[config.mk]
export PLATFORM = sky130hd
export DESIGN_NAME = uart_fifo_status
export DESIGN_NICKNAME = d
export VERILOG_FILES = /design/src/rtl/uart_fs_pkg.sv /design/src/rtl/uart_fs_fifo.sv /design/src/rtl/uart_fs_timeout.sv /design/src/rtl/uart_fifo_status.sv
export SDC_FILE = /design/constraint.sdc
export NUM_CORES = 1
export LEC_CHECK = 0
export ABC_AREA = 1
export BUFFER_PORTS_ARGS = -buffer_cell sky130_fd_sc_hd__buf_2
export CAP_MARGIN = 10
export CORE_UTILIZATION = 65
export CTS_CLUSTER_DIAMETER = 30
export DETAILED_ROUTE_END_ITERATION = 16
export PLACE_DENSITY = 0.8
export SLEW_MARGIN = 25
export SYNTH_ARGS = -nofsm -noshare
export SYNTH_HDL_FRONTEND = slang
export SYNTH_HIERARCHICAL = 1
export SYNTH_SLANG_ARGS = --single-unit
export TNS_END_PERCENT = 5
[constraint.sdc]
create_clock -name clk_i -period 3.8 [get_ports clk_i]
set_clock_uncertainty 0.2 [all_clocks]
set_input_delay 0.38 -clock clk_i [delete_from_list [all_inputs] [get_ports clk_i]]
set_output_delay 0.38 -clock clk_i [all_outputs]
set_load 0.03 [all_outputs]
[src/rtl/uart_fs_pkg.sv]
package uart_fs_pkg;
  localparam int ADDR_W = 6;
  localparam int DATA_W = 16;

  localparam logic [ADDR_W-1:0] OFS_TX  = 6'h04;
  localparam logic [ADDR_W-1:0] OFS_RX  = 6'h08;
  localparam logic [ADDR_W-1:0] OFS_IEN = 6'h10;
  localparam logic [ADDR_W-1:0] OFS_STA = 6'h14;
  localparam logic [ADDR_W-1:0] OFS_TMO = 6'h1C;
  localparam logic [ADDR_W-1:0] OFS_TXR = 6'h20;
  localparam logic [ADDR_W-1:0] OFS_RXR = 6'h24;

  localparam int STA_W = 10;
  localparam int IEN_W = 9;

  localparam int ST_RX_NE   = 0;
  localparam int ST_TX_E    = 1;
  localparam int ST_TX_HE   = 2;
  localparam int ST_PERR    = 3;
  localparam int ST_FERR    = 4;
  localparam int ST_OVR     = 5;
  localparam int ST_TX_NE   = 6;
  localparam int ST_TMO     = 7;
  localparam int ST_RX_HF   = 8;
  localparam int ST_TX_FULL = 9;
endpackage

[src/rtl/uart_fs_fifo.sv]
module uart_fs_fifo #(
  parameter int W     = 9,
  parameter int DEPTH = 16
) (
  input  logic                           clk_i,
  input  logic                           rst_ni,
  input  logic                           flush_i,
  input  logic                           push_i,
  input  logic [W-1:0]                   wdata_i,
  input  logic                           pop_i,
  input  logic                           single_i,
  output logic [W-1:0]                   head_o,
  output logic [$clog2(DEPTH+1)-1:0]     cnt_o,
  output logic                           full_o,
  output logic                           empty_o,
  output logic                           push_ok_o,
  output logic                           pop_ok_o
);
  localparam int CNT_W = $clog2(DEPTH+1);
  localparam int PTR_W = (DEPTH > 1) ? $clog2(DEPTH) : 1;
  localparam logic [CNT_W-1:0] DEPTH_C = CNT_W'(DEPTH);

  logic [W-1:0]     mem_q [DEPTH];
  logic [PTR_W-1:0] wptr_q, rptr_q;
  logic [CNT_W-1:0] cnt_q;

  function automatic logic [PTR_W-1:0] nxt(input logic [PTR_W-1:0] p);
    return (p == PTR_W'(DEPTH-1)) ? '0 : p + 1'b1;
  endfunction

  assign empty_o   = (cnt_q == '0);
  assign full_o    = single_i ? !empty_o : (cnt_q == DEPTH_C);
  assign push_ok_o = push_i && !full_o && !flush_i;
  assign pop_ok_o  = pop_i && !empty_o && !flush_i;
  assign head_o    = mem_q[rptr_q];
  assign cnt_o     = cnt_q;

  always_ff @(posedge clk_i) begin
    if (push_ok_o) mem_q[wptr_q] <= wdata_i;
  end

  always_ff @(posedge clk_i or negedge rst_ni) begin
    if (!rst_ni) begin
      wptr_q <= '0;
      rptr_q <= '0;
      cnt_q  <= '0;
    end else if (flush_i) begin
      wptr_q <= '0;
      rptr_q <= '0;
      cnt_q  <= '0;
    end else begin
      if (push_ok_o) wptr_q <= nxt(wptr_q);
      if (pop_ok_o)  rptr_q <= nxt(rptr_q);
      case ({push_ok_o, pop_ok_o})
        2'b10:   cnt_q <= cnt_q + 1'b1;
        2'b01:   cnt_q <= cnt_q - 1'b1;
        default: cnt_q <= cnt_q;
      endcase
    end
  end

  // occupancy never exceeds the depth
  a_r3_cnt_bound: assert property (@(posedge clk_i) disable iff (!rst_ni)
    cnt_q <= DEPTH_C);
  // push into a full queue without a pop leaves the count unchanged
  a_r3_full_hold: assert property (@(posedge clk_i) disable iff (!rst_ni)
    (push_i && full_o && !pop_i && !flush_i) |=> (cnt_q == $past(cnt_q)));
  // flush leaves the queue empty
  a_r8_flush_empty: assert property (@(posedge clk_i) disable iff (!rst_ni)
    flush_i |=> empty_o);
endmodule

[src/rtl/uart_fs_timeout.sv]
module uart_fs_timeout #(
  parameter int TMO_W = 8
) (
  input  logic             clk_i,
  input  logic             rst_ni,
  input  logic             tick_i,
  input  logic             activity_i,
  input  logic             clear_i,
  input  logic             armed_i,
  input  logic [TMO_W-1:0] limit_i,
  output logic             flag_o
);
  logic [TMO_W-1:0] cnt_q;
  logic             flag_q;

  always_ff @(posedge clk_i or negedge rst_ni) begin
    if (!rst_ni) begin
      cnt_q  <= '0;
      flag_q <= 1'b0;
    end else if (clear_i || activity_i || !armed_i) begin
      cnt_q  <= '0;
      flag_q <= 1'b0;
    end else if (tick_i && (limit_i != '0) && !flag_q) begin
      if (cnt_q == limit_i - 1'b1) begin
        flag_q <= 1'b1;
        cnt_q  <= '0;
      end else begin
        cnt_q <= cnt_q + 1'b1;
      end
    end
  end

  assign flag_o = flag_q;

  // timeout stands only while receive data is held
  a_r9_flag_needs_data: assert property (@(posedge clk_i) disable iff (!rst_ni)
    flag_o |-> armed_i);
  // any receive activity drops the flag
  a_r9_activity_clears: assert property (@(posedge clk_i) disable iff (!rst_ni)
    activity_i |=> !flag_o);
endmodule

[src/rtl/uart_fifo_status.sv]
module uart_fifo_status
  import uart_fs_pkg::*;
#(
  parameter int DEPTH   = 16,
  parameter int TX_W    = 9,
  parameter int RX_W    = 10,
  parameter int TMO_W   = 8,
  parameter int TMO_RST = 20
) (
  input  logic              clk_i,
  input  logic              rst_ni,
  input  logic              fifo_en_i,
  input  logic [ADDR_W-1:0] reg_addr_i,
  input  logic              reg_wr_i,
  input  logic [DATA_W-1:0] reg_wdata_i,
  input  logic              reg_rd_i,
  output logic [DATA_W-1:0] reg_rdata_o,
  input  logic              rx_push_i,
  input  logic [RX_W-1:0]   rx_data_i,
  input  logic              char_tick_i,
  input  logic              tx_pop_i,
  output logic [TX_W-1:0]   tx_data_o,
  output logic              tx_valid_o,
  output logic              irq_o
);
  localparam int CNT_W = $clog2(DEPTH+1);
  localparam logic [CNT_W-1:0] HALF = CNT_W'(DEPTH / 2);

  logic wr_tx, rd_rx, tx_flush, rx_flush, wr_ien, wr_tmo;
  assign wr_tx    = reg_wr_i && (reg_addr_i == OFS_TX);
  assign wr_ien   = reg_wr_i && (reg_addr_i == OFS_IEN);
  assign wr_tmo   = reg_wr_i && (reg_addr_i == OFS_TMO);
  assign tx_flush = reg_wr_i && (reg_addr_i == OFS_TXR) && reg_wdata_i[0];
  assign rx_flush = reg_wr_i && (reg_addr_i == OFS_RXR) && reg_wdata_i[0];
  assign rd_rx    = reg_rd_i && (reg_addr_i == OFS_RX);

  logic [TX_W-1:0]  tx_head;
  logic [CNT_W-1:0] tx_cnt;
  logic             tx_full, tx_empty, tx_push_ok, tx_pop_ok;
  logic [RX_W-1:0]  rx_head;
  logic [CNT_W-1:0] rx_cnt;
  logic             rx_full, rx_empty, rx_push_ok, rx_pop_ok;

  uart_fs_fifo #(.W(TX_W), .DEPTH(DEPTH)) u_tx_fifo (
    .clk_i, .rst_ni,
    .flush_i   (tx_flush),
    .push_i    (wr_tx),
    .wdata_i   (reg_wdata_i[TX_W-1:0]),
    .pop_i     (tx_pop_i),
    .single_i  (!fifo_en_i),
    .head_o    (tx_head),
    .cnt_o     (tx_cnt),
    .full_o    (tx_full),
    .empty_o   (tx_empty),
    .push_ok_o (tx_push_ok),
    .pop_ok_o  (tx_pop_ok)
  );

  uart_fs_fifo #(.W(RX_W), .DEPTH(DEPTH)) u_rx_fifo (
    .clk_i, .rst_ni,
    .flush_i   (rx_flush),
    .push_i    (rx_push_i),
    .wdata_i   (rx_data_i),
    .pop_i     (rd_rx),
    .single_i  (!fifo_en_i),
    .head_o    (rx_head),
    .cnt_o     (rx_cnt),
    .full_o    (rx_full),
    .empty_o   (rx_empty),
    .push_ok_o (rx_push_ok),
    .pop_ok_o  (rx_pop_ok)
  );

  logic [IEN_W-1:0] ien_q;
  logic [TMO_W-1:0] tmo_q;
  logic             ovr_q;
  logic             tmo_flag;

  always_ff @(posedge clk_i or negedge rst_ni) begin
    if (!rst_ni) begin
      ien_q <= '0;
      tmo_q <= TMO_W'(TMO_RST);
    end else begin
      if (wr_ien) ien_q <= reg_wdata_i[IEN_W-1:0];
      if (wr_tmo) tmo_q <= reg_wdata_i[TMO_W-1:0];
    end
  end

  // set on a dropped push wins over a same-cycle read
  always_ff @(posedge clk_i or negedge rst_ni) begin
    if (!rst_ni)                      ovr_q <= 1'b0;
    else if (rx_flush)                ovr_q <= 1'b0;
    else if (rx_push_i && rx_full)    ovr_q <= 1'b1;
    else if (rd_rx)                   ovr_q <= 1'b0;
  end

  uart_fs_timeout #(.TMO_W(TMO_W)) u_tmo (
    .clk_i, .rst_ni,
    .tick_i     (char_tick_i),
    .activity_i (rx_push_ok || rx_pop_ok),
    .clear_i    (rx_flush),
    .armed_i    (!rx_empty),
    .limit_i    (tmo_q),
    .flag_o     (tmo_flag)
  );

  logic             tx_half_empty, rx_half_full;
  logic [STA_W-1:0] sta;

  assign tx_half_empty = fifo_en_i ? (tx_cnt <= HALF) : tx_empty;
  assign rx_half_full  = fifo_en_i ? (rx_cnt >= HALF) : !rx_empty;

  always_comb begin
    sta             = '0;
    sta[ST_RX_NE]   = !rx_empty;
    sta[ST_TX_E]    = tx_empty;
    sta[ST_TX_HE]   = tx_half_empty;
    sta[ST_PERR]    = !rx_empty && rx_head[8];
    sta[ST_FERR]    = !rx_empty && rx_head[9];
    sta[ST_OVR]     = ovr_q;
    sta[ST_TX_NE]   = !tx_empty;
    sta[ST_TMO]     = tmo_flag;
    sta[ST_RX_HF]   = rx_half_full;
    sta[ST_TX_FULL] = tx_full;
  end

  assign irq_o      = |(sta[IEN_W-1:0] & ien_q);
  assign tx_data_o  = tx_head;
  assign tx_valid_o = !tx_empty;

  always_comb begin
    case (reg_addr_i)
      OFS_RX:  reg_rdata_o = rx_empty ? '0 : DATA_W'(rx_head);
      OFS_STA: reg_rdata_o = DATA_W'(sta);
      OFS_IEN: reg_rdata_o = DATA_W'(ien_q);
      OFS_TMO: reg_rdata_o = DATA_W'(tmo_q);
      default: reg_rdata_o = '0;
    endcase
  end

  // overflowing push raises overrun
  a_r6_overrun_set: assert property (@(posedge clk_i) disable iff (!rst_ni)
    (rx_push_i && rx_full && !rx_flush) |=> ovr_q);
  // a receive read without overflow clears overrun
  a_r6_overrun_clear: assert property (@(posedge clk_i) disable iff (!rst_ni)
    (rd_rx && !(rx_push_i && rx_full)) |=> !ovr_q);
  // zero mask keeps the line quiet
  a_r7_irq_masked: assert property (@(posedge clk_i) disable iff (!rst_ni)
    (ien_q == '0) |-> !irq_o);
  // tx valid tracks presence of queued data
  a_r2_valid_after_push: assert property (@(posedge clk_i) disable iff (!rst_ni)
    (tx_push_ok && !tx_pop_i) |=> tx_valid_o);
endmodule

After elaboration in Yosys (flattened, before gate mapping)
Memories as Yosys holds them, arrays and structs flattened.
Cells that the tools add are included.
- RAM bits: 304
- memories kept: 2
- bits in latches: 0
- logic and storage cells: 124
- register bits after elaboration: 53
- memory bits (read-only): 0
- order comparisons: 2
- shift-type cells: 0
- div/mod/pow operators: 0
- bitwise logic cells: 1
- eq/ne operators: 18
- $mul: 0
- add/sub/neg operators: 10
- muxes and demuxes: 35
- reduce and logical (&&, ||, !) cells: 45
- memories (memory ; depth ; width ; read ports ; clocked after Yosys merged registers in ; wr ports ; RTL line ; RTL):
    u_rx_fifo.mem_q ; 16 ; 10 ; 1 ; 0 ; 1 ; uart_fs_fifo.sv:23 ; logic [W-1:0] mem_q [DEPTH];
    u_tx_fifo.mem_q ; 16 ; 9 ; 1 ; 0 ; 1 ; uart_fs_fifo.sv:23 ;
- operator list (operator ; count):
    $mux W4 ; 12
    $pmux W10 S4 ; 1
    $mux W8 ; 3
    $logic_and A1 B1 Y1 ; 21
    $pmux W5 S2 ; 2
    $eq A6 B5 Y1 const B ; 3
    $add A4 B1 Y4 const B ; 4
    $eq A4 B4 Y1 const B ; 4
    $mux W1 ; 14
    $eq A6 B6 Y1 const B ; 2
    $reduce_bool A2 Y1 ; 6
    $add A5 B1 Y5 const B ; 2
    $eq A5 B5 Y1 const B ; 2
    $logic_not A5 Y1 ; 2
    $mux W10 ; 1
    $mux W5 ; 2
    $sub A5 B1 Y5 const B ; 2
    $and A9 B9 Y9 ; 1
    $reduce_bool A3 Y1 ; 3
    $reduce_or A9 Y1 ; 1
    $add A8 B1 Y8 const B ; 1
    $eq A8 B8 Y1 ; 1
    $reduce_bool A8 Y1 ; 1
    $sub A8 B1 Y8 const B ; 1
    other kinds (9) ; 19

Longest topological paths before layout
Gate-level depths: netlist of run 1.
- depth after elaboration: 11
- gate-level depth with buffers: 18
- mapped depth without buffers: 18

Hierarchy
Netlist of run 1, hierarchy kept.
- modules (own cells, without submodules) (module ; times used ; sequential area each (um2) ; area an instance (um2) ; cells each):
    uart_fs_fifo at u_rx_fifo ; 1 ; 5129.9 ; 7161.9 ; 576
    uart_fs_fifo at u_tx_fifo ; 1 ; 4649.5 ; 6511.2 ; 533
    uart_fifo_status ; 1 ; 452.9 ; 1390.1 ; 209
    uart_fs_timeout ; 1 ; 225.2 ; 909.6 ; 144

Worst setup path before layout of run 1
Ideal clock, no wire load.
- path type: input to register
- from: input reg_addr_i[1]
- to: memory u_tx_fifo.mem_q[22][0] (netlist: u_tx_fifo/mem_q[11][0]), enable pin
- setup time: 387 ps
- path slack: 1206 ps
- stages: 5
- path buffers: 0
- arrival time: 2007 ps
- path through: nor2_8 -> nand3_2 -> nor4_1 -> nand3_1 -> nor3_1
- elaborated cells between the ends (all ways): 10
- those cells by class: eq/ne (2); mux (2); reduce/logical (6)
- RTL lines (what ; RTL line ; RTL):
    from (decl) ; uart_fifo_status.sv:13 ; input logic [ADDR_W-1:0] reg_addr_i,
    $eq A6 B3 Y1 ; uart_fifo_status.sv:30 ; assign wr_tx = reg_wr_i && (reg_addr_i == OFS_TX);
    $logic_and A1 B1 Y1 ; uart_fifo_status.sv:30 ;
    named net wr_tx ; uart_fifo_status.sv:29 ; logic wr_tx, rd_rx, tx_flush, rx_flush, wr_ien, wr_tmo;
    $logic_and A1 B1 Y1 (2 in a row) ; uart_fs_fifo.sv:33 ; assign push_ok_o = push_i && !full_o && !flush_i;
    $mux W1 ; uart_fs_fifo.sv:39 ; if (push_ok_o) mem_q[wptr_q] <= wdata_i;
    $mux W1 (implied by the code) ; uart_fs_fifo.sv:39 ;
    to (decl) ; uart_fs_fifo.sv:23 ;
The timed path passes the listed nets, and every way through them passes these cells.

Final worst setup path of run 1
- from: register u_rx_fifo.rptr_q[1]
- to: output reg_rdata_o[8]
- cells in the longest elaborated chain, start to end: 3
- ends and longest elaborated chain (what ; RTL line ; RTL):
    from (decl) ; uart_fs_fifo.sv:24 ; logic [PTR_W-1:0] wptr_q, rptr_q;
    from (signal assigned) ; uart_fs_fifo.sv:53 ; if (pop_ok_o) rptr_q <= nxt(rptr_q);
    $mem_v2 Z16 W10 ; -- ;
    named net rx_head[8] ; uart_fifo_status.sv:40 ; logic [RX_W-1:0] rx_head;
    $mux W10 ; uart_fifo_status.sv:133 ; OFS_RX: reg_rdata_o = rx_empty ? '0 : DATA_W'(rx_head);
    $pmux W10 S4 ; uart_fifo_status.sv:132 ; case (reg_addr_i)
    to (decl) ; uart_fifo_status.sv:17 ; output logic [DATA_W-1:0] reg_rdata_o,
The timed path passes the listed nets, and every way through them passes these cells.

==> results of run 1 <==
-- critical path, delay by kind of cell, from the launching register on --
kind,cells,cell delay [ns]
buf+inv,2,0.26
compound gates,3,0.63
simple gates,5,1.10
flops,1,0.52
-- where the power goes --
group	leakage (nW)	internal (mW)	switching, mW	total, mW
logic	3.04	1.11	2.77	3.89
clock network	1.10	3.83	2.01	5.85
registers	3.39	4.53	0.295	4.83
total	7.53	9.48	5.08	14.6
-- routing by layer --
layer	vias up	routed length, um
met2	669	19820
met4	0	1920
met5	-	0
li1	5428	-
met3	151	3825
met1	5709	15010
-- cells in the final DEF (no fill, tap or decap), types with 41 or more instances in the layout --
cell type                     n
sky130_fd_sc_hd__a21oi_1     52
sky130_fd_sc_hd__buf_2       52
sky130_fd_sc_hd__buf_4       48
sky130_fd_sc_hd__clkbuf_16   68
sky130_fd_sc_hd__dfrtp_1     49
sky130_fd_sc_hd__edfxtp_1   304
sky130_fd_sc_hd__inv_1       77
sky130_fd_sc_hd__nand2_1    332
sky130_fd_sc_hd__nand3_1     81
sky130_fd_sc_hd__nand4_1     41
sky130_fd_sc_hd__nor2_1     140
sky130_fd_sc_hd__o21ai_0    105
-- flip-flops by register name, summed over array words and instances, names as in the netlist, 5 cells and up --
signal,cells
u_rx_fifo/mem_q,160
u_tx_fifo/mem_q,144
u_tmo/cnt_q,8
u_tx_fifo/cnt_o,5
u_rx_fifo/cnt_o,5
ien_q,9
tmo_q,8
-- cells by family after synthesis --
family / count (synthesis)
fa+ha+maj: 17
simple gates: 660
flops: 357
compound gates: 251
xor+xnor: 12
other cells: 1
buf+inv: 162
mux: 2
-- metrics by stage --
stage	setup WS (ns)	hold slack, ns	power (mW)	util [%]
final	0.1480	0.01515	14.56	78.81
after global routing	0.003314	0.008161	15.14	78.81
after CTS	0.2000	0.003505	14.50	78.80
after detailed placement	0.5215	0.2973	8.585	69.16
after global placement	0.6129	0.2857	8.459	69.16
after floorplan	1.206	-0.1156	7.410	-
-- cell type report --
type                       instances  area (um2)  area share (%)
tap                              324       405.4           2.128
inverter                          99       372.9           1.957
timing repair buffer             107       700.7           3.677
sequential                       357       10460           54.90
multi-input combinational        948        4845           25.43
clock buffer                      77        1755           9.213
clock inverter                    48       514.2           2.699
-- worst max-delay path by stage --
| stage | slack [ns] | endpoint | startpoint | cells after the start |
|---|---|---|---|---|
| after CTS | 0.20 | reg_rdata_o[8] | u_rx_fifo/rptr_q[1] | 10 |
| after global placement | 0.61 | u_tx_fifo/mem_q[9][4] | reg_wr_i | 7 |
| after detailed placement | 0.52 | u_tx_fifo/mem_q[9][4] | reg_wr_i | 7 |
| after global routing | 0.003 | reg_rdata_o[8] | u_rx_fifo/rptr_q[1] | 10 |
| after floorplan | 1.21 | u_tx_fifo/mem_q[11][0] | reg_addr_i[1] | 5 |
| final | 0.15 | reg_rdata_o[8] | u_rx_fifo/rptr_q[1] | 10 |
==> results by stage, run 1 <==
Setup path:
- The worst reg-to-reg path cell count is 12.
- The required time at the endpoint of the critical path is 3.22 ns.
- In this run the critical register-to-register path is captured at u_tmo/cnt_q[6].
- The signal arrival time at the worst endpoint is 3.07 ns.
- The cell with the most instances on the worst path is sky130_fd_sc_hd__nand2_1.
- The critical path goes through nand2_1, a21oi_1, a221oi_1, o21ai_0, nand2_1, inv_1, nor2_1, nand4_1, nand3_1, buf_2.
- The maximum fanout along the worst path is 14.
- The flop-to-flop setup slack is 1.11 ns.
- STA classifies the critical path endpoint as an output pin.
- The critical register-to-register path startpoint is u_rx_fifo/cnt_o[1].
- The critical setup path kind is reg -> out.
- The worst setup path is launched from a flip-flop.
- For this run, the slowest stage of the critical path takes 0.57 ns.
- The cell with the biggest individual delay on the critical path is sky130_fd_sc_hd__nand2_1.

Logic synthesis:
- The synthesized design contains 357 register bits.
- The multiplexer share of the synthesized area is 0.1253%.
- The cell count after synthesis is 1462.
- The biggest area contributor in the post-synthesis netlist is sky130_fd_sc_hd__edfxtp_1.
- The synthesized netlist devotes 9.134% of its cell area to compound gates.
- Yosys attributes the largest share of cell area to sky130_fd_sc_hd__edfxtp_1 57%, sky130_fd_sc_hd__dfrtp_1 8.0%, sky130_fd_sc_hd__nand2_1 7.8%.
- The adder and majority cell fraction of the synthesized area is 1.332%.
- The top cell type by area accounts for 57.15% of the synthesized area.
- The yosys synthesis warning count is 6.
- In the synthesized netlist the async set-or-reset flop fraction comes to 14.85%.
- After Yosys synthesis, XOR and XNOR cells account for 0.7050% of the synthesized area.
- Counting flops with a built-in enable in the synthesized netlist gives 304.
- Among all flip-flop cells after synthesis, the most frequent one is sky130_fd_sc_hd__edfxtp_1.
- The cell area that synthesis handed to floorplanning was 15970 um2.
- The average cell area after synthesis is 10.93 um2.
- Counting instances in the post-synthesis netlist gives the leading cell types as 332 x sky130_fd_sc_hd__nand2_1, 304 x sky130_fd_sc_hd__edfxtp_1, 140 x sky130_fd_sc_hd__nor2_1.
- For this run, the register share of the synthesized area comes to 65.47%.
- sky130_fd_sc_hd__nand2_1 is the most common cell in the netlist.
- The simple-gate share of the synthesized area is 18.89%.
- The dominant combinational cell family by area after synthesis is simple AND/OR/NAND/NOR gates.
- The post-synthesis cell type count is 48.

Final layout:
- Fill cells in the final layout number 1397.
- The antenna diode count is 0.
- The fraction of layout instances using a drive strength above 1 is 17.24%.
- The final net count is 1638.
- With fillers left out, the area of the finished cells amounts to 19050 um2.
- From synthesis to final layout, the design area changed by 19.29%.
- The post-layout instance count excluding filler cells is 1960.

Routing:
- The final antenna-violating net count is 0.
- The violation count after the first detailed-routing iteration is 1289.
- The total via count after detailed routing is 11960.
- The first detailed-routing pass ran for 6 iterations.
- The count of unresolved DRC violations after routing is 0.
- The routed via count divided by cell count is 6.101.
- After detailed routing, the average wire length per cell comes to 20.70 um.
- The routed wire length is 40.57 mm.

Floorplanning:
- The height of the chip is 158.8 um.
- The width of the die is 158.8 um.
- The starting utilization of the core area is 66.07%.
- The floorplan step defined a die boundary enclosing 25200 um2.
- After floorplanning, the core was sized to cover 24180 um2.
- In this run the core area contains 57 standard-cell rows.
- The number of placed I/O pins is 67.

Power:
- IR analysis of the VDD net gives a maximum drop of 0.5451 mV.
- For this design the ratio of total power to cell area is 764.1 nW/um2.
- The static leakage power is 7.532 nW.

Global route:
- For met3 alone, demand over resource in global routing was 5.825%.
- For met1 alone, demand over resource in global routing was 41.81%.
- The initial antenna violation count came to 0.
- Entering global routing, the biggest net connects 74 pins.
- The first global-routing pass estimated 62.85 mm of wire.
- The total congestion overflow after global routing is 0.
- The via count of the first global-routing pass came to 11760.
- The overall fraction of global-route tracks in use is 32.82%.
- Global routing consumed, on the met2 layer, 53.79% of the routing resources.
- The busiest layer in global routing is met2.

STA:
- The maximum clock frequency is 273.8 MHz.
- The count of endpoints failing setup in the final report is 0.
- The count of final hold-check violations is 0.
- The relative slew slack is 37.35%.
- The worst path in the final design needs a cycle of 3.652 ns, including I/O delays and setup.
- Setup repair after global routing left no endpoint under its margin.
- The share of the clock period used by the worst path after layout is 96.11%.
- The final setup TNS is 0 ns.
- The pin slew with the least headroom to its limit is 0.9363 ns.
- The final-report max-slew violation count was 0.

Clock tree:
- The clock edge transition at the registers on the reported setup and hold paths is 0.05 ns.
- The later pin in the worst-skew pair is clocked with a latency of 0.56 ns.
- The buffers inserted during post-CTS setup optimization is 0.
- The maximum clock path buffer count is 3.
- Clock tree synthesis found a total of 357 sinks.
- In this run, post-CTS repair resized a total of 0 instances.
- The CTS tree is yes.
- The number of clock buffers added by TritonCTS is 68.
- In this run, post-CTS hold repair placed 6 buffers.
- The tree is rooted in a sky130_fd_sc_hd__clkbuf_16.
- The maximum level of the CTS H-tree is 3.

Worst hold path:
- Along the worst hold path, the cell count comes to 1.
- The worst hold path begins at rx_data_i[3].
- The min-delay analysis places its worst path in the category in -> reg.
- The path with the worst hold slack has its endpoint at u_rx_fifo/mem_q[12][3].

Place:
- The final estimated routing congestion in global placement is 0.8741.
- The number of port buffers is 53.
- The detailed-placement wirelength estimate is 23.98 mm.
- The placed instances occupy a cell area of 16720 um2.
- The number of placed instances, taps included, is 1829.

Run:
- Across the run, the number of max-cap violations was 0.

Run status:
- The run finished with clean final reports.
Note: power is estimated with default switching activity, not from simulation.
==> run 2: changes to the inputs <==
CTS_BUF_LIST = sky130_fd_sc_hd__clkbuf_4   (was not set)
SYNTH_HIERARCHICAL = not set   (was 1)
==> run 2 against run 1 <==
  * Combinational power shrank 3%
  * Register-to-register slack lost 0.10 ns
  * Sequential power is essentially flat
  * Largest cell class unchanged
  * Via count shrank 4.9%
  * Non-clock buffer count grew 11
  * Total power shrank 19%
  * Critical path type unchanged
  * Critical path depth shrank 1
==> results by stage, run 2 <==
Run status:
- The run finished with clean final reports.

STA:
- The share of the clock period used by the worst path after layout is 94.83%.
- The maximum clock frequency is 277.5 MHz.
- Setup repair after global routing left no endpoint under its margin.
- The smallest clock period supported by the final layout is computed as 3.604 ns.
- Setup violations remaining at the end of the flow were counted as 0.
- The final-report max-slew violation count is 0.
- Measured against its own limit, the worst slew margin works out to 29.28%.
- Adding up every negative setup slack in the final design gives 0 ns.
- For the pin with the worst max-slew slack, the measured transition is 1.057 ns.
- The count of final hold-check violations is 0.
- The minimum hold slack is 0.02381 ns.

Logic synthesis:
- The commonest cells after synthesis are 304 x sky130_fd_sc_hd__edfxtp_1, 271 x sky130_fd_sc_hd__nand2_1, 147 x sky130_fd_sc_hd__o21ai_0.
- The most instantiated library cell after synthesis is sky130_fd_sc_hd__edfxtp_1.
- The yosys synthesis warning count is 0.
- The synthesized design devotes to its leading area cell type 58.67% of total area.
- Of all flip-flops after synthesis, the portion carrying an async set or reset was 14.85%.
- The cell type with the highest aggregate area in the netlist is sky130_fd_sc_hd__edfxtp_1.
- The cell count after synthesis is 1381.
- Sequential elements use 67.21% of the synthesized area.
- The number of storage elements in the synthesis netlist is 357.
- The post-synthesis cell type count is 46.
- The synthesized design contains 304 enable-type register cells.
- The average cell area after synthesis is 11.27 um2.
- The top flip-flop cell by instance count after synthesis is sky130_fd_sc_hd__edfxtp_1.
- Ranked by total cell area, the synthesized netlist is headed by sky130_fd_sc_hd__edfxtp_1 59%, sky130_fd_sc_hd__dfrtp_1 8.2%, sky130_fd_sc_hd__nand2_1 6.5%.
- The mapped netlist covers 15560 um2.

Routing:
- After detailed routing, the average wire length per cell comes to 19.45 um.
- The count of nets left with antenna violations once routing finished came out at 0.
- The first routing iteration left 1189 violations.
- The first TritonRoute pass finished after 6 iterations.
- The routed wire length is 37.48 mm.
- The detailed router placed 11370 vias in this run.
- Dividing the detail-routed via count by the number of cells gives 5.899.
- The count of unresolved DRC violations after routing is 0.

Final layout:
- The post-layout instance count excluding filler cells is 1927.
- The flip-flop count of the largest register after layout is 160.
- The layout overhead on the synthesized area is 13.86%.
- The post-route netlist has 17.92% of its cells at a drive strength greater than 1.
- The top cell types in the final layout, fill and taps aside, are 304 x sky130_fd_sc_hd__edfxtp_1, 270 x sky130_fd_sc_hd__nand2_1, 147 x sky130_fd_sc_hd__o21ai_0, 135 x sky130_fd_sc_hd__nor2_1, 124 x sky130_fd_sc_hd__clkbuf_4.
- Ranked by flip-flop count, first place goes to u_rx_fifo.mem_q.
- The library cell used most frequently in the layout, excluding fill and tap cells, is sky130_fd_sc_hd__edfxtp_1.
- The final net count is 1594.
- The largest registers in the layout are u_rx_fifo.mem_q (160), u_tx_fifo.mem_q (144), ien_q (9).

Setup path:
- Counting cells, the worst reg-to-reg path comes to 7.
- STA classifies the critical path startpoint as a flip-flop.
- The signal arrival time at the worst endpoint is 3.02 ns.
- By instance count, the cell type seen most on the critical path is sky130_fd_sc_hd__inv_2.
- The delay of the slowest critical-path stage is 0.60 ns.
- The flop-to-flop setup slack is 1.01 ns.
- The maximum fanout along the worst path is 14.
- The slowest stage of the critical path is the sky130_fd_sc_hd__dfrtp_1 cell.
- STA puts the critical path data required time at 3.22 ns.
- Walking the worst path, the cells encountered are inv_2, nor2_2, buf_4, inv_2, a21oi_1, a221oi_1, o21ai_0, nand2_1, buf_2.
- The endpoint class of the critical path is an output pin.
- The critical register-to-register path startpoint is u_tx_fifo.cnt_o[1].
- By startpoint and endpoint, the worst setup path is classified as reg -> out.
- The worst register-to-register path ends at u_tx_fifo.mem_q[12][8].

Floorplanning:
- The die covers 24560 um2.
- After floorplanning, the core was sized to cover 23470 um2.
- The floorplan has 56 rows.
- The number of placed I/O pins is 67.
- The floorplan step set the die height to 156.7 um.
- From left edge to right edge, the die measures 156.7 um.
- Once the floorplan was initialized, standard cells occupied 66.28% of the core.

Global route:
- In this run the most used layer during global routing was met2.
- The maximum number of pins on one net before global-route repair is 96.
- The routing usage on met1 is 37.86%.
- The met2 layer usage reported by global route is 54.18%.
- The via count of the first global-routing pass was 11130.
- The first global-routing pass estimated 57.86 mm of wire.
- The total congestion overflow after global routing is 0.
- The initial antenna violation count is 1.
- The fraction of met3 tracks used by global routing is 5.622%.
- The overall fraction of global-route tracks in use is 31.46%.

Clock tree:
- The worst-skew pair later-pin latency is 0.71 ns.
- For this design, the sink count on the clock tree is 357.
- The maximum level of the CTS H-tree is 3.
- The CTS tree is yes.
- The root buffer cell chosen for the clock tree is sky130_fd_sc_hd__clkbuf_4.
- The clock edge transition at the registers on the reported setup and hold paths is 0.06 ns.
- The maximum clock path buffer count is 3.
- Counting the buffers created by CTS gives 89.

Place:
- In this run the tool buffered the top-level ports with 53 buffer cells.
- The final estimated routing congestion in global placement is 0.9103.
- Detailed placement finished with a half-perimeter wire length of 23.22 mm.
- The number of instances in the placed design is 1735.

Power:
- The analysis attributes to cell leakage a power of 6.841 nW.
- The worst-case IR drop observed on VDD is 0.4074 mV.
- The power per cell area is 667.6 nW/um2.

Worst hold path:
- In this run the worst hold path is classified as in -> async.

Run:
- The max-cap check violation count is 0.
-- run 2: worst max-delay path by stage --
stage | startpoint | to | slack [ns] | cells after the start
detailed placement | u_rx_fifo.rptr_q[1] | reg_rdata_o[9] | 0.79 | 10
finish | u_tx_fifo.rptr_q[2] | tx_data_o[5] | 0.20 | 9
floorplan | reg_addr_i[3] | reg_rdata_o[9] | 1.50 | 7
CTS | u_rx_fifo.rptr_q[2] | reg_rdata_o[9] | 0.02 | 10
global route | u_rx_fifo.rptr_q[0] | irq_o | 0.05 | 9
global placement | u_rx_fifo.rptr_q[2] | reg_rdata_o[3] | 0.86 | 10
-- run 2: where the power goes --
part	internal (mW)	leakage [nW]	switching, mW
Clock	1.67	0.682	1.54
Sequential	4.52	3.39	0.328
Combinational	1.11	2.77	2.65
-- run 2: cell type report --
type	instances	area, um2
Antenna cell	1	2.502
Tap cell	319	399.1
Timing Repair Buffer	118	843.3
Sequential cell	357	10460
Multi-Input combinational cell	874	4483
Fill cell	1527	5758
Inverter	97	366.6
Clock buffer	124	930.9
Clock inverter	37	227.7
-- run 2: cells by family after synthesis --
logic type                 Yosys count  synth area share [%]
adders and majority gates           17                 1.367
DFF                                357                 67.21
buffers and inverters              155                 4.109
xor gates and xnor gates            22                 1.238
AOI/OAI and AO/OA                  271                 9.948
muxes                                1               0.07237
other                                1               0.02410
and+or+nand+nor                    557                 16.03
-- run 2: stage by stage --
stage | util, % | setup WS (ns) | area (um2) | power (mW)
after floorplan | - | 1.504 | 15580 | 7.413
after global placement | 69.21 | 0.8568 | 16250 | 8.406
after detailed placement | 69.21 | 0.7875 | 16250 | 8.576
after CTS | 75.43 | 0.02494 | 17700 | 11.79
after global routing | 75.47 | 0.04544 | 17710 | 12.42
final | 75.47 | 0.1965 | 17710 | 11.83
-- run 2: metal layers --
metal	vias up	part of all wire (%)	wire length, um
met1	5404	38	14200
li1	5270	-	-
met5	-	0	0
met3	122	6.9	2581
met4	0	4.1	1532
met2	572	51	19170
-- run 2: critical path: cells and delay by family (launching register included) --
| kind | cells | cell delay (ns) |
|---|---|---|
| flops | 1 | 0.60 |
| buf+inv | 4 | 0.93 |
| compound gates | 3 | 0.65 |
| simple gates | 2 | 0.15 |
-- run 2: timing repair --
action,CTS,global route
resized for setup,0,3
endpoints found under the setup margin,0,9
hold buffers,30,0
hold endpoints to repair,373,0
setup buffers,0,0
==> run 3: changes to the inputs <==
ABC_AREA = not set   (was 1)
==> run 3 against run 2 <==
  * Die area is 1.7% lower
  * Critical endpoint is now reg_rdata_o[4]
  * Sequential cell count stayed put
  * Maximum frequency is 1.4% lower
  * Combinational power is 29% lower
  * Global-route usage is 3.0 points lower
  * Non-clock buffer count is 3 lower
  * Clock power is 3% lower
  * Cell count is 22% lower
  * Highest routed layer unchanged
  * Synthesized cell count is 30% lower
  * First-iteration DRC count is 11% lower
  * Setup slack worse by 0.051 ns
==> results by stage, run 3 <==
Routing:
- The routed via count divided by cell count is 6.209.
- The count of unresolved DRC violations after routing is 0.
- The first routing iteration left 1063 violations.
- The final antenna-violating net count is 0.
- The total via count after detailed routing is 9339.
- For this run, the detailed router's first-pass iteration total came to 7.
- Summed over all layers, the routed wires come to 33.79 mm.
- Dividing the detail-routed wire length by the instance count gives 22.47 um.

Power:
- The net load switching power is 3.401 mW.
- Sequential cells burn 45.5% of the power.
- In this run the static leakage power is 6.268 nW.
- The power per cell area is 610.1 nW/um2.
- Combinational logic burns 25.2% of the power.
- Net switching is 31.87% of the power.
- The internal portion of total power is 7.269 mW.
- VDD sags by at most 0.4361 mV.
- The clock network is responsible for 29.3% of the overall power.
- Power comes to 10.67 mW.

Clock tree:
- The clock edge transition at the registers on the reported setup and hold paths is 0.07 ns.
- For this design, the sink count on the clock tree is 357.
- The CTS tree is yes.
- The worst-skew pair later-pin latency is 0.73 ns.
- In this run, CTS created clock tree buffers numbering 88.
- Clock tree synthesis selected as its root buffer the cell sky130_fd_sc_hd__clkbuf_4.
- The H-tree was split into 3 levels.
- The maximum clock path buffer count is 3.

STA:
- The final critical path takes up 96.17% of the cycle.
- The final setup TNS is 0 ns.
- The shortest clock period the worst path allows after layout is 3.655 ns.
- Headroom to the max-slew limit came out at 43.51%.
- The pin slew with the least headroom to its limit is 0.8473 ns.
- Setup repair after global routing left no endpoint under its margin.
- The count of endpoints failing setup in the final report is 0.
- The count of final hold-check violations is 0.
- The final-report max-slew violation count is 0.
- Derived from the worst setup path, the maximum achievable clock frequency is 273.6 MHz.

Run status:
- The run finished with clean final reports.

Final layout:
- The register with the most flip-flops in the layout has 160 of them.
- The final net count is 1182.
- Fill cells in the final layout number 1317.
- The largest registers in the layout are u_rx_fifo.mem_q (160), u_tx_fifo.mem_q (144), ien_q (9).
- After routing the design area is 17490 um2.
- The fraction of layout instances using a drive strength above 1 is 27.65%.
- The layout overhead on the synthesized area is 14.34%.
- Leaving out fill and tap cells, the most frequent cells in the layout are 304 x sky130_fd_sc_hd__edfxtp_1, 128 x sky130_fd_sc_hd__clkbuf_4, 85 x sky130_fd_sc_hd__nand2_1, 60 x sky130_fd_sc_hd__mux4_2, 53 x sky130_fd_sc_hd__buf_2.
- The most common library cell in the layout ignoring fill and taps is sky130_fd_sc_hd__edfxtp_1.
- u_rx_fifo.mem_q holds more flip-flops than any other register.

Setup path:
- The element type at the critical path start is a flip-flop.
- In this run the worst path has a maximum fanout of 13.
- The endpoint class of the critical path is an output pin.
- The signal arrival time at the worst endpoint is 3.07 ns.
- Across all register-to-register paths, the minimum setup slack is 0.51 ns.
- The required time at the endpoint of the critical path is 3.22 ns.
- By startpoint and endpoint, the worst setup path is classified as reg -> out.

Global route:
- The wire length of the first global-routing pass is 50.91 mm.
- The via count of the first global-routing pass is 9192.
- Summed over all layers, the global routing overflow is 0.
- The overall fraction of global-route tracks in use is 28.48%.
- The maximum number of pins on one net before global-route repair is 60.
- The initial antenna violation count is 1.

Worst hold path:
- The worst hold path belongs to the class in -> async.

Place:
- Once placement finished, the instance area stood at 15970 um2.
- The final estimated routing congestion in global placement is 0.8947.
- The number of port buffers is 53.
- Once detailed placement completed, the half-perimeter wirelength came to 20.53 mm.

Floorplanning:
- The number of cell rows is 55.
- For this configuration, the core starts out at a cell density of 66.94%.
- The die area is 24150 um2.
- In this run the horizontal extent of the chip is 155.4 um.
- The area of the placeable core is 22850 um2.
- The number of placed I/O pins is 67.
- The die is 155.4 um tall.

Logic synthesis:
- For this run, the register share of the synthesized area comes to 68.37%.
- After synthesis, the most frequently instantiated cells are 304 x sky130_fd_sc_hd__edfxtp_1, 85 x sky130_fd_sc_hd__nand2_1, 60 x sky130_fd_sc_hd__mux4_2.
- Synthesis produced a netlist whose cell count is 966.
- The yosys synthesis warning count is 0.
- In the post-synthesis netlist, the biggest area contributors are sky130_fd_sc_hd__edfxtp_1 60%, sky130_fd_sc_hd__mux4_2 8.8%, sky130_fd_sc_hd__dfrtp_1 8.3%.
- Counting flops with a built-in enable in the synthesized netlist gives 304.
- Of the post-synthesis cell area, the dominant cell type holds 59.69%.
- After synthesis, the share of flip-flops with an asynchronous set or reset is 14.85%.
- The post-synthesis cell type count is 64.
- The mapped netlist covers 15290 um2.
- A synthesized cell averages 15.83 um2.
- The most instantiated library cell after synthesis is sky130_fd_sc_hd__edfxtp_1.
- The synthesized design spends more area on one cell type than any other, namely sky130_fd_sc_hd__edfxtp_1.
- The number of storage elements in the synthesis netlist is 357.
- In the synthesized netlist the dominant register cell turns out to be sky130_fd_sc_hd__edfxtp_1.

Run:
- The tool flagged a number of max-cap violations equal to 0.
## run 3: logic make-up after synthesis
| kind of cell | Yosys count | share of synthesized area (%) |
|---|---|---|
| flip-flops | 357 | 68.37 |
| XOR/XNOR | 23 | 1.317 |
| AND/OR/NAND/NOR | 228 | 7.248 |
| buffers and inverters | 71 | 2.053 |
| other | 1 | 0.02452 |
| multiplexers | 125 | 13.32 |
| AO/OA/AOI/OAI | 143 | 6.209 |
| adder cells (fa/ha/maj) | 18 | 1.456 |
## run 3: worst paths after layout
kind                                     start                 end  cells after the start
setup / recovery           u_rx_fifo.rptr_q[0]      reg_rdata_o[4]                      7
hold / removal                          rst_ni  u_tx_fifo.cnt_o[2]                      2
setup reg to reg            u_rx_fifo.cnt_o[1]  u_rx_fifo.cnt_o[4]                     11
hold reg to reg                       ien_q[1]            ien_q[1]                      1
max in group asynchronous               rst_ni      u_tmo.cnt_q[7]                      3
min in group clk_i                    reg_wr_i  u_tx_fifo.cnt_o[0]                      5
## run 3: power groups by stage
stage	Sequential (mW)	Combinational (mW)	Clock, mW
global route	4.89	2.91	3.38
global placement	4.99	2.40	0
detailed placement	5.01	2.47	0
CTS	4.93	2.51	3.17
floorplan	4.73	2.01	0
finish	4.86	2.69	3.12
## run 3: area by class of cell
class | count | area [um2] | area share, %
inverter | 20 | 75.07 | 0.4293
sequential | 357 | 10460 | 59.83
clock inverter | 27 | 153.9 | 0.8800
clock buffer | 128 | 960.9 | 5.495
multi-input combinational | 543 | 4544 | 25.99
tap | 313 | 391.6 | 2.239
antenna | 1 | 2.502 | 0.01431
timing repair buffer | 115 | 895.9 | 5.123
## run 3: repair_timing
item / in CTS / in global routing
hold buffers: 28 / 0
gates resized for setup: 0 / 5
hold endpoints to repair: 356 / 0
setup buffers: 0 / 1
endpoints found under the setup margin: 0 / 4
## run 3: stage by stage
| step | hold slack [ns] | cells | worst slack, ns | util (%) |
|---|---|---|---|---|
| 4_1_cts | 0.04305 | 1499 | 0.06419 | 76.02 |
| 2_1_floorplan | -0.1156 | 971 | 0.7939 | - |
| 5_1_grt | 0.08428 | 1504 | 0.001057 | 76.54 |
| 3_3_place_gp | 0.3262 | 1316 | 0.5826 | 69.92 |
| 3_5_place_dp | 0.3295 | 1316 | 0.5621 | 69.92 |
| 6_report | 0.1008 | 1504 | 0.1454 | 76.54 |
## run 3: routing by layer
metal | global-route usage, % | routed length (um) | up-vias
li1 | - | - | 4148
met1 | 40.18 | 13820 | 4625
met2 | 44.54 | 16450 | 513
met3 | 5.710 | 2848 | 53
met4 | 10.97 | 674 | 0
met5 | 0 | 0 | -
## run 3: worst max-delay path, stage by stage (launching register included)
cell and delay (ns):
sky130_fd_sc_hd__dfrtp_2 0.43, sky130_fd_sc_hd__buf_12 0.13, sky130_fd_sc_hd__clkbuf_16 0.19, sky130_fd_sc_hd__mux4_2 0.50
sky130_fd_sc_hd__mux4_2 0.49, sky130_fd_sc_hd__a222oi_1 0.29, sky130_fd_sc_hd__nand2_1 0.11, sky130_fd_sc_hd__buf_2 0.20
